--- config.mk ---
export PLATFORM = sky130hd
export DESIGN_NAME = parcel_framer
export DESIGN_NICKNAME = d
export VERILOG_FILES = /design/src/rtl/pfr_pkg.sv /design/src/rtl/pfr_len_decode.sv /design/src/rtl/pfr_slot_buf.sv /design/src/rtl/parcel_framer.sv
export SDC_FILE = /design/constraint.sdc
export NUM_CORES = 1
export LEC_CHECK = 0
export CORE_AREA = 2 2 127 129
export DETAILED_ROUTE_END_ITERATION = 12
export DIE_AREA = 0 0 129 131
export GPL_TIMING_DRIVEN = 0
export PLACE_DENSITY = 0.66
export SETUP_SLACK_MARGIN = 0.05
export SYNTH_ARGS = -nofsm -noshare
export SYNTH_HDL_FRONTEND = slang
export SYNTH_SLANG_ARGS = --single-unit
--- constraint.sdc ---
create_clock -name clk -period 4 [get_ports clk]
set_clock_uncertainty 0.05 [all_clocks]
set_input_delay 0.8 -clock clk [delete_from_list [all_inputs] [get_ports clk]]
set_output_delay 0.8 -clock clk [all_outputs]
set_load 0.05 [all_outputs]
--- src/rtl/pfr_pkg.sv ---
package pfr_pkg;
    localparam int PARCEL_W     = 16;
    localparam int KEEP_PARCELS = 4;
    localparam int NPARC_W      = 4;
    localparam int MAX_NPARC    = 11;
endpackage

--- src/rtl/pfr_len_decode.sv ---
// Length decode from the first parcel's low bits and the long-length field.
module pfr_len_decode #(
    parameter int CW = pfr_pkg::NPARC_W
) (
    input  logic [6:0]    low7,
    input  logic [2:0]    lfield,
    output logic          rsv,
    output logic [CW-1:0] nparc
);
    always_comb begin
        rsv   = 1'b0;
        nparc = CW'(1);
        if (low7[1:0] != 2'b11) begin
            nparc = CW'(1);
        end else if (low7[4:2] != 3'b111) begin
            nparc = CW'(2);
        end else if (!low7[5]) begin
            nparc = CW'(3);
        end else if (!low7[6]) begin
            nparc = CW'(4);
        end else if (lfield == 3'b111) begin
            rsv   = 1'b1;
            nparc = '0;
        end else begin
            nparc = CW'(5) + CW'(lfield);
        end
    end
endmodule

--- src/rtl/pfr_slot_buf.sv ---
// Next value of the parcel slots: clear on a new instruction, write one slot.
module pfr_slot_buf #(
    parameter int PW   = pfr_pkg::PARCEL_W,
    parameter int KEEP = pfr_pkg::KEEP_PARCELS,
    parameter int CW   = pfr_pkg::NPARC_W
) (
    input  logic [KEEP*PW-1:0] cur,
    input  logic               clr,
    input  logic               wr,
    input  logic [CW-1:0]      widx,
    input  logic [PW-1:0]      din,
    output logic [KEEP*PW-1:0] nxt
);
    for (genvar g = 0; g < KEEP; g++) begin : g_slot
        assign nxt[g*PW +: PW] = (wr && widx == CW'(g)) ? din
                               : (clr ? '0 : cur[g*PW +: PW]);
    end
endmodule

--- src/rtl/parcel_framer.sv ---
module parcel_framer #(
    parameter int PW   = pfr_pkg::PARCEL_W,
    parameter int KEEP = pfr_pkg::KEEP_PARCELS
) (
    input  logic               clk,
    input  logic               rst_n,
    input  logic               flush,
    input  logic               in_valid,
    input  logic [PW-1:0]      in_parcel,
    output logic               in_ready,
    output logic               out_valid,
    input  logic               out_ready,
    output logic [PW*KEEP-1:0] out_data,
    output logic [3:0]         out_nparc,
    output logic               out_oversize,
    output logic               rsv_err
);
    localparam int DW = PW * KEEP;
    localparam int CW = pfr_pkg::NPARC_W;
    localparam logic [CW-1:0] KEEP_C = CW'(KEEP);

    typedef struct packed {
        logic          busy;
        logic [CW-1:0] left;
        logic [CW-1:0] idx;
        logic [CW-1:0] total;
        logic [DW-1:0] slots;
        logic          ov;
        logic [DW-1:0] odata;
        logic [CW-1:0] onparc;
        logic          oover;
        logic          err;
    } st_t;

    st_t s_q, s_d;

    logic          acc, take, hd_rsv, wr, clr, complete;
    logic [CW-1:0] hd_n, widx, tot_eff;
    logic [DW-1:0] slot_nxt;

    assign in_ready = !s_q.ov || out_ready;
    assign acc      = in_valid && in_ready;
    assign take     = acc && !flush;

    pfr_len_decode #(.CW(CW)) u_dec (
        .low7  (in_parcel[6:0]),
        .lfield(in_parcel[14:12]),
        .rsv   (hd_rsv),
        .nparc (hd_n)
    );

    assign clr  = take && !s_q.busy;
    assign widx = s_q.busy ? s_q.idx : '0;
    assign wr   = take && (s_q.busy ? (s_q.idx < KEEP_C && s_q.total <= KEEP_C)
                                    : !hd_rsv);

    pfr_slot_buf #(.PW(PW), .KEEP(KEEP), .CW(CW)) u_slots (
        .cur (s_q.slots),
        .clr (clr),
        .wr  (wr),
        .widx(widx),
        .din (in_parcel),
        .nxt (slot_nxt)
    );

    assign tot_eff = s_q.busy ? s_q.total : hd_n;

    always_comb begin
        s_d       = s_q;
        s_d.err   = 1'b0;
        s_d.slots = slot_nxt;
        complete  = 1'b0;
        if (s_q.ov && out_ready) begin
            s_d.ov = 1'b0;
        end
        if (flush) begin
            s_d.busy = 1'b0;
        end else if (acc) begin
            if (!s_q.busy) begin
                if (hd_rsv) begin
                    s_d.err = 1'b1;
                end else if (hd_n == CW'(1)) begin
                    complete = 1'b1;
                end else begin
                    s_d.busy  = 1'b1;
                    s_d.left  = hd_n - CW'(1);
                    s_d.idx   = CW'(1);
                    s_d.total = hd_n;
                end
            end else begin
                s_d.idx  = s_q.idx + CW'(1);
                s_d.left = s_q.left - CW'(1);
                if (s_q.left == CW'(1)) begin
                    s_d.busy = 1'b0;
                    complete = 1'b1;
                end
            end
        end
        if (complete) begin
            s_d.ov     = 1'b1;
            s_d.odata  = slot_nxt;
            s_d.onparc = tot_eff;
            s_d.oover  = tot_eff > KEEP_C;
        end
    end

    always_ff @(posedge clk) begin
        if (!rst_n) s_q <= '0;
        else        s_q <= s_d;
    end

    assign out_valid    = s_q.ov;
    assign out_data     = s_q.odata;
    assign out_nparc    = s_q.onparc;
    assign out_oversize = s_q.oover;
    assign rsv_err      = s_q.err;
endmodule

==> summary.txt, run 1 <==
RR Endpoint: out_data[59]$_SDFFE_PN0P_
Core ar.: 15600 sq um
Final Worst Setup Slack: 0.2890 ns
dpl hpwl: 14490 um
gpl congestion: 0.9540
Post-Route Utilization: 55.29%
Period minus WS final: 3.711 ns
leading register cell type out of synthesis: dfxtp_1
crit-path cells: clkdlybuf4s50_1, nand2_1, nand3b_1, a21oi_2, ha_1, nor2b_1, a21o_1, buf_2, buf_2, buf_2, a21oi_1, a211oi_1
Worst path max stage delay: 0.63 ns
family with the most delay on the worst path: buffers and inverters
number of buffers created by CTS: 17
Yosys cell types: 60
commonest non-fill, non-tap cell in the layout: dfxtp_1
total track usage: 24.53%
Max Root-Sink Buffers: 2
Worst Path Arrival: 3.99 ns
Worst EP required: 4.28 ns
dpl ws: -0.8274 ns
Die W: 129 um
Hold Crit Class: reg2reg
DR vias: 5903
CTS Root Cell: clkbuf_16
Final Setup Violations: 0
largest net degree at the start of global routing: 17
Post-synth EDFFs: 0
clk slew on worst S/H paths: 0.06 ns
ys async rst share: 0%
area leader, netlist: dfxtp_1
via/cell ratio: 5.476
pwr dens: 454.9 nW/um^2
CTS tree: done
worst path bufs/invs: 4
TNS Setup: 0 ns
final number of hold-violating endpoints: 0
worst vdd ir: 0.2993 mV
worst slew pin tran: 1.063 ns
final net count: 876
Max-Cap Viols: 0
WL final: 20350 um
Final Cycle Share: 92.77%
Max Fanout on Critical Path: 10
Max H-tree Level: 4
insertion delay to the later sink of the worst-skew pair: 0.42 ns
Synth top area share: 43.37%
vias in the first global route: 5697
critical path startpoint: in_parcel[14]
CTS sink count: 148
Syn Nets: 768
fmax: 269.5 MHz
Area Growth Syn to Fin: 26.23%
startpoint types: primary input
Crit-path slowest cell: clkdlybuf4s50_1
post-synthesis sequential area ratio: 43.37%
Syn Inst Count: 741
first-pass GRT wire length: 31260 um
die span in y: 131 um
Ports: 93
Synth area leaders: dfxtp_1 43%, buf_4 7.7%, o311a_1 4.7%
critical setup path kind: in2reg
RR Startpoint: s_q[139]$_SDFFE_PN0P_
P_leak: 3.551 nW
port buffer count: 89
Core Rows: 46
commonest non-fill, non-tap cells in the layout: 148 x dfxtp_1, 84 x clkdlybuf4s50_1, 70 x buf_4
max-slew violations: 0
initial antenna violation count: 0
# diodes: 0
drc violations: 0
status: completed
synthesis-stage register bit count: 148
wire per inst: 18.87 um
Rel. slew slack: 28.56%
Initial Util: 43.80%
mapped cell area: 6832 sq um
reg-to-reg setup timing slack: 1.27 ns
total iterations of the first detailed-routing run: 7
Crit path depth: 12
average cell area after synthesis: 9.219 sq um
Reg2Reg Depth: 6
Detailed Route Iter0 Violations: 391
synth warn: 0
GRT overflow: 0
endpoint class of the critical path: register
RSZ-0062 raised after global routing: false
post-route ant nets: 0
Die ar.: 16900 sq um
CP endpoint: out_data[51]$_SDFFE_PN0P_
layout cell share with drive strength beyond 1: 16.59%
cell mode on critical path: buf_2
## worst min-delay path: cells and delay by family (launching register included)
family | cells | cell delay [ns]
DFF | 1 | 0.31
AOI/OAI and AO/OA | 2 | 0.13
## sequential cells by signal (all words and copies together) (netlist names)
register      flops
out_data         64
out_nparc         4
out_oversize      1
out_valid         1
rsv_err           1
s_q              77
## cell usage after synthesis, drive strengths merged, types with 3 or more instances
| cell type | n |
|---|---|
| dfxtp | 148 |
| buf | 87 |
| and2 | 49 |
| clkbuf | 47 |
| a21oi | 45 |
| nor2 | 40 |
| a211oi | 35 |
| a21o | 33 |
| o311a | 32 |
| nand2 | 28 |
| o21ai | 27 |
| nand3 | 23 |
| a31oi | 18 |
| and3 | 18 |
| a22o | 16 |
| mux2i | 16 |
| inv | 10 |
| nand2b | 7 |
| ha | 6 |
| nor2b | 5 |
| nand3b | 4 |
| nor3 | 4 |
| or4 | 4 |
| nand4 | 3 |
| nor3b | 3 |
| o2111ai | 3 |
| o211a | 3 |
| o31ai | 3 |
| or3 | 3 |
## per-layer routing
metal | up-vias | share of wire [%] | GRT usage, % | wire length [um]
met4 | 0 | 3.8 | 11.89 | 781
met2 | 209 | 45 | 39.62 | 9141
met1 | 2823 | 45 | 31.99 | 9213
met3 | 43 | 5.9 | 4.194 | 1209
li1 | 2828 | - | - | -
met5 | - | 0 | 0 | 0
## repair_timing
item                                    4_1_cts  5_1_grt
hold buffers                                  0        0
endpoints found under the setup margin       58        9
setup buffers                                 0        0
gates resized for setup                       7        6
## per-stage QoR
| stage | instances | hold WS, ns | total power [mW] | instance area, sq um |
|---|---|---|---|---|
| 3_3_place_gp | 1046 | 0.4229 | 2.237 | 7993 |
| 2_1_floorplan | 741 | 0.4005 | 2.034 | 6832 |
| 4_1_cts | 1078 | 0.4300 | 3.943 | 8625 |
| 3_5_place_dp | 1046 | 0.4220 | 2.248 | 7993 |
| 6_report | 1078 | 0.4391 | 3.922 | 8623 |
| 5_1_grt | 1078 | 0.4621 | 4.048 | 8623 |
## logic make-up after synthesis
group                      count (synthesis)  synth area share (%)
AOI/OAI and AO/OA                        227                 24.12
muxes                                     18                 2.674
adders and majority gates                  6                 1.099
and+or+nand+nor                          197                 16.19
buffers and inverters                    144                 12.42
xor gates and xnor gates                   1                0.1282
DFF                                      148                 43.37
## worst min-delay path by stage
stage	end	start	cells after the start	slack (ns)
floorplan	out_nparc[0]$_SDFFE_PN0P_	out_nparc[0]$_SDFFE_PN0P_	2	0.40
global placement	out_nparc[0]$_SDFFE_PN0P_	out_nparc[0]$_SDFFE_PN0P_	2	0.42
detailed placement	out_nparc[0]$_SDFFE_PN0P_	out_nparc[0]$_SDFFE_PN0P_	2	0.42
CTS	out_nparc[0]$_SDFFE_PN0P_	out_nparc[0]$_SDFFE_PN0P_	2	0.43
global route	out_oversize$_SDFFE_PN0P_	out_oversize$_SDFFE_PN0P_	1	0.46
finish	out_nparc[0]$_SDFFE_PN0P_	out_nparc[0]$_SDFFE_PN0P_	2	0.44
## area by class of cell
cell class | count | area (sq um)
inverters | 10 | 37.54
well taps | 216 | 270.3
clock buffers | 20 | 456.7
clock inverters | 12 | 177.7
multi-input cells | 449 | 3029
flip-flops and latches | 148 | 2963
plain buffers | 134 | 812.0
repair buffers | 89 | 877.1
fillers | 1435 | 6974
## power breakdown
group	internal [mW]	switching, mW	leakage [nW]
Sequential	1.53	0.0315	1.20
Combinational	0.246	0.410	2.05
Clock	1.08	0.627	0.299
Total	2.85	1.07	3.55
No activity file was read; power rests on OpenSTA's default activity.
==> inputs of run 2 (changes only) <==
Settings changed: CORE_AREA 2 2 127 129 to 2 2 117 142, DIE_AREA 0 0 129 131 to 0 0 119 144, PLACE_DENSITY 0.66 to 0.67, SYNTH_HIERARCHICAL set to 1.
==> run 2 against run 1 <==
  * Via count down 9.9%
  * Worst setup slack worse by 0.035 ns
  * Synthesized cell count up 4.9%
  * Die area up 1.4%
  * Cell area up 1.5%
  * Power down 18%
  * Flip-flop and latch count unchanged
  * Sequential share of layout area down 0.52 points
  * First-iteration DRC count down 13%
  * Critical path type unchanged
  * Largest cell class unchanged
==> summary.txt, run 2 <==
CTS Root Cell: clkbuf_16
GRT overflow: 0
DR vias: 5316
vias in the first global route: 4964
dpl hpwl: 12040 um
met2 usage: 32.97%
clk slew on worst S/H paths: 0.05 ns
commonest cells in the netlist: 148 x dfxtp_1, 139 x nand2_1, 70 x a21oi_1, 70 x nor2b_1
Core Rows: 51
fmax: 267.0 MHz
Max-Cap Viols: 0
initial antenna violation count: 0
worst vdd ir: 0.1835 mV
Worst Path Arrival: 4.05 ns
most numerous cell in the Yosys netlist: dfxtp_1
P_leak: 3.581 nW
mapped cell area: 7010 sq um
Final Power: 3.212 mW
pwr dens: 366.9 nW/um^2
Final Setup Violations: 0
total iterations of the first detailed-routing run: 6
final instance area: 8755 sq um
average cell area after synthesis: 9.022 sq um
number of flip-flops under the largest register name: 77
first-pass GRT wire length: 26100 um
Synth area leaders: dfxtp_1 42%, nand2_1 7.4%, buf_4 7.3%
Core ar.: 15890 sq um
largest net degree at the start of global routing: 17
die span in y: 144 um
Ports: 93
WL final: 16790 um
Post-Route Utilization: 55.10%
Hold-fix buffers, CTS: 0
register area: 2963 sq um
total track usage: 20.06%
multi-input logic area: 3268 sq um
Final Cycle Share: 93.65%
final net count: 915
area leader, netlist: dfxtp_1
CTS tree: done
global route hottest layer: met2
Syn Inst Count: 777
insertion delay to the later sink of the worst-skew pair: 0.42 ns
Worst EP required: 4.30 ns
post-route ant nets: 0
commonest non-fill, non-tap cells in the layout: 148 x dfxtp_1, 139 x nand2_1, 90 x clkdlybuf4s50_1
synthesis-stage register bit count: 148
# diodes: 0
critical setup path kind: in2reg
Period minus WS final: 3.746 ns
Syn Nets: 804
dpl cell area: 8197 sq um
Max Fanout on Critical Path: 10
ys async rst share: 0%
number of buffers created by CTS: 17
CTS sink count: 148
synth warn: 6
Max H-tree Level: 4
Post-synth EDFFs: 0
final number of hold-violating endpoints: 0
max-slew violations: 0
RSZ-0062 raised after global routing: false
M3 GR Usage: 3.943%
startpoint types: primary input
Yosys cell types: 51
Rel. slew slack: 51.30%
GRT met1 Usage: 25.33%
status: completed
Die W: 119 um
post-synthesis sequential area ratio: 42.26%
commonest non-fill, non-tap cell in the layout: dfxtp_1
Top reg by flops: s_q
leading register cell type out of synthesis: dfxtp_1
Hold Crit Class: reg2reg
endpoint class of the critical path: register
Max Root-Sink Buffers: 2
wire per inst: 15.10 um
worst slew pin tran: 0.7238 ns
via/cell ratio: 4.781
port buffer count: 92
Area Growth Syn to Fin: 24.88%
# fillers: 1484
drc violations: 0
Detailed Route Iter0 Violations: 340
Initial Util: 44.12%
layout cell share with drive strength beyond 1: 21.56%
gpl congestion: 0.8027
Die ar.: 17140 sq um
Synth top area share: 42.26%
## run 2: cell count changes after synthesis, moves of 21 or more
cell      delta
a211oi_1    -29
nand2_1    +111
nor2b_1     +65
a21o_1      -33
o311a_1     -32
nand3_1     -21
a21oi_1     +27
mux2_2      +43
## run 2: area by class of cell
class,count,area share (%)
clock inverters,5,0.2858
well taps,212,3.030
multi-input cells,505,37.33
inverters,8,0.3430
plain buffers,116,8.890
clock buffers,26,5.702
flip-flops and latches,148,33.84
repair buffers,92,10.58
## run 2: logic make-up (layout without fill, tap and decap cells)
family | Yosys count | in the layout | share of synthesized area (%)
adders and majority gates | 6 | 6 | 1.071
xor gates and xnor gates | 1 | 1 | 0.1250
DFF | 148 | 148 | 42.26
AOI/OAI and AO/OA | 96 | 96 | 7.764
muxes | 73 | 73 | 12.65
buffers and inverters | 124 | 247 | 11.44
and+or+nand+nor | 329 | 329 | 24.68
## run 2: timing repair
action                     CTS  global route
gates resized for setup      6             6
buffers inserted             0             0
setup endpoints to repair   65            57
## run 2: worst paths after layout
kind | cells after the start | to | start | slack [ns]
worst max-delay path | 11 | out_data[24]$_SDFFE_PN0P_ | in_parcel[5] | 0.25
worst min-delay path | 2 | out_data[9]$_SDFFE_PN0P_ | out_data[9]$_SDFFE_PN0P_ | 0.40
worst max register to register | 12 | out_data[11]$_SDFFE_PN0P_ | s_q[147]$_SDFFE_PP0N_ | 1.10
worst min register to register | 2 | out_data[9]$_SDFFE_PN0P_ | out_data[9]$_SDFFE_PN0P_ | 0.40
## run 2: layer usage
layer | vias to the layer above | routed length [um] | share of wire, %
li1 | 2702 | - | -
met1 | 2483 | 7750 | 46
met2 | 102 | 7974 | 47
met3 | 29 | 616 | 3.7
met4 | 0 | 450 | 2.7
met5 | - | 0 | 0
## run 2: stage by stage
| step | TNS, ns | hold WS (ns) | cells | setup WS, ns |
|---|---|---|---|---|
| global placement | -43.65 | 0.3939 | 1081 | -0.6888 |
| detailed placement | -46.33 | 0.3974 | 1081 | -0.7131 |
| finish | 0 | 0.4026 | 1112 | 0.2541 |
| floorplan | 0 | 0.3867 | 777 | 1.059 |
| CTS | 0 | 0.4051 | 1112 | 0.07518 |
| global route | 0 | 0.4225 | 1112 | 0.1471 |
## run 2: power breakdown
part	switching, mW	total (mW)	leakage (nW)	internal, mW
Clock	0.573	1.42	0.264	0.849
Combinational	0.180	0.287	2.12	0.107
Sequential	0.00885	1.50	1.20	1.49
Total	0.762	3.21	3.58	2.45
## run 2: critical path, cell delays in order
cell and delay (ns):
clkdlybuf4s50_1 0.76, and4_4 0.34, nand4_2 0.12, nor2_1 0.13, clkbuf_1 0.36, nor4b_4 0.12, o2111ai_1 0.48, buf_2 0.38
clkbuf_2 0.31, nand2_1 0.09, a21oi_1 0.14
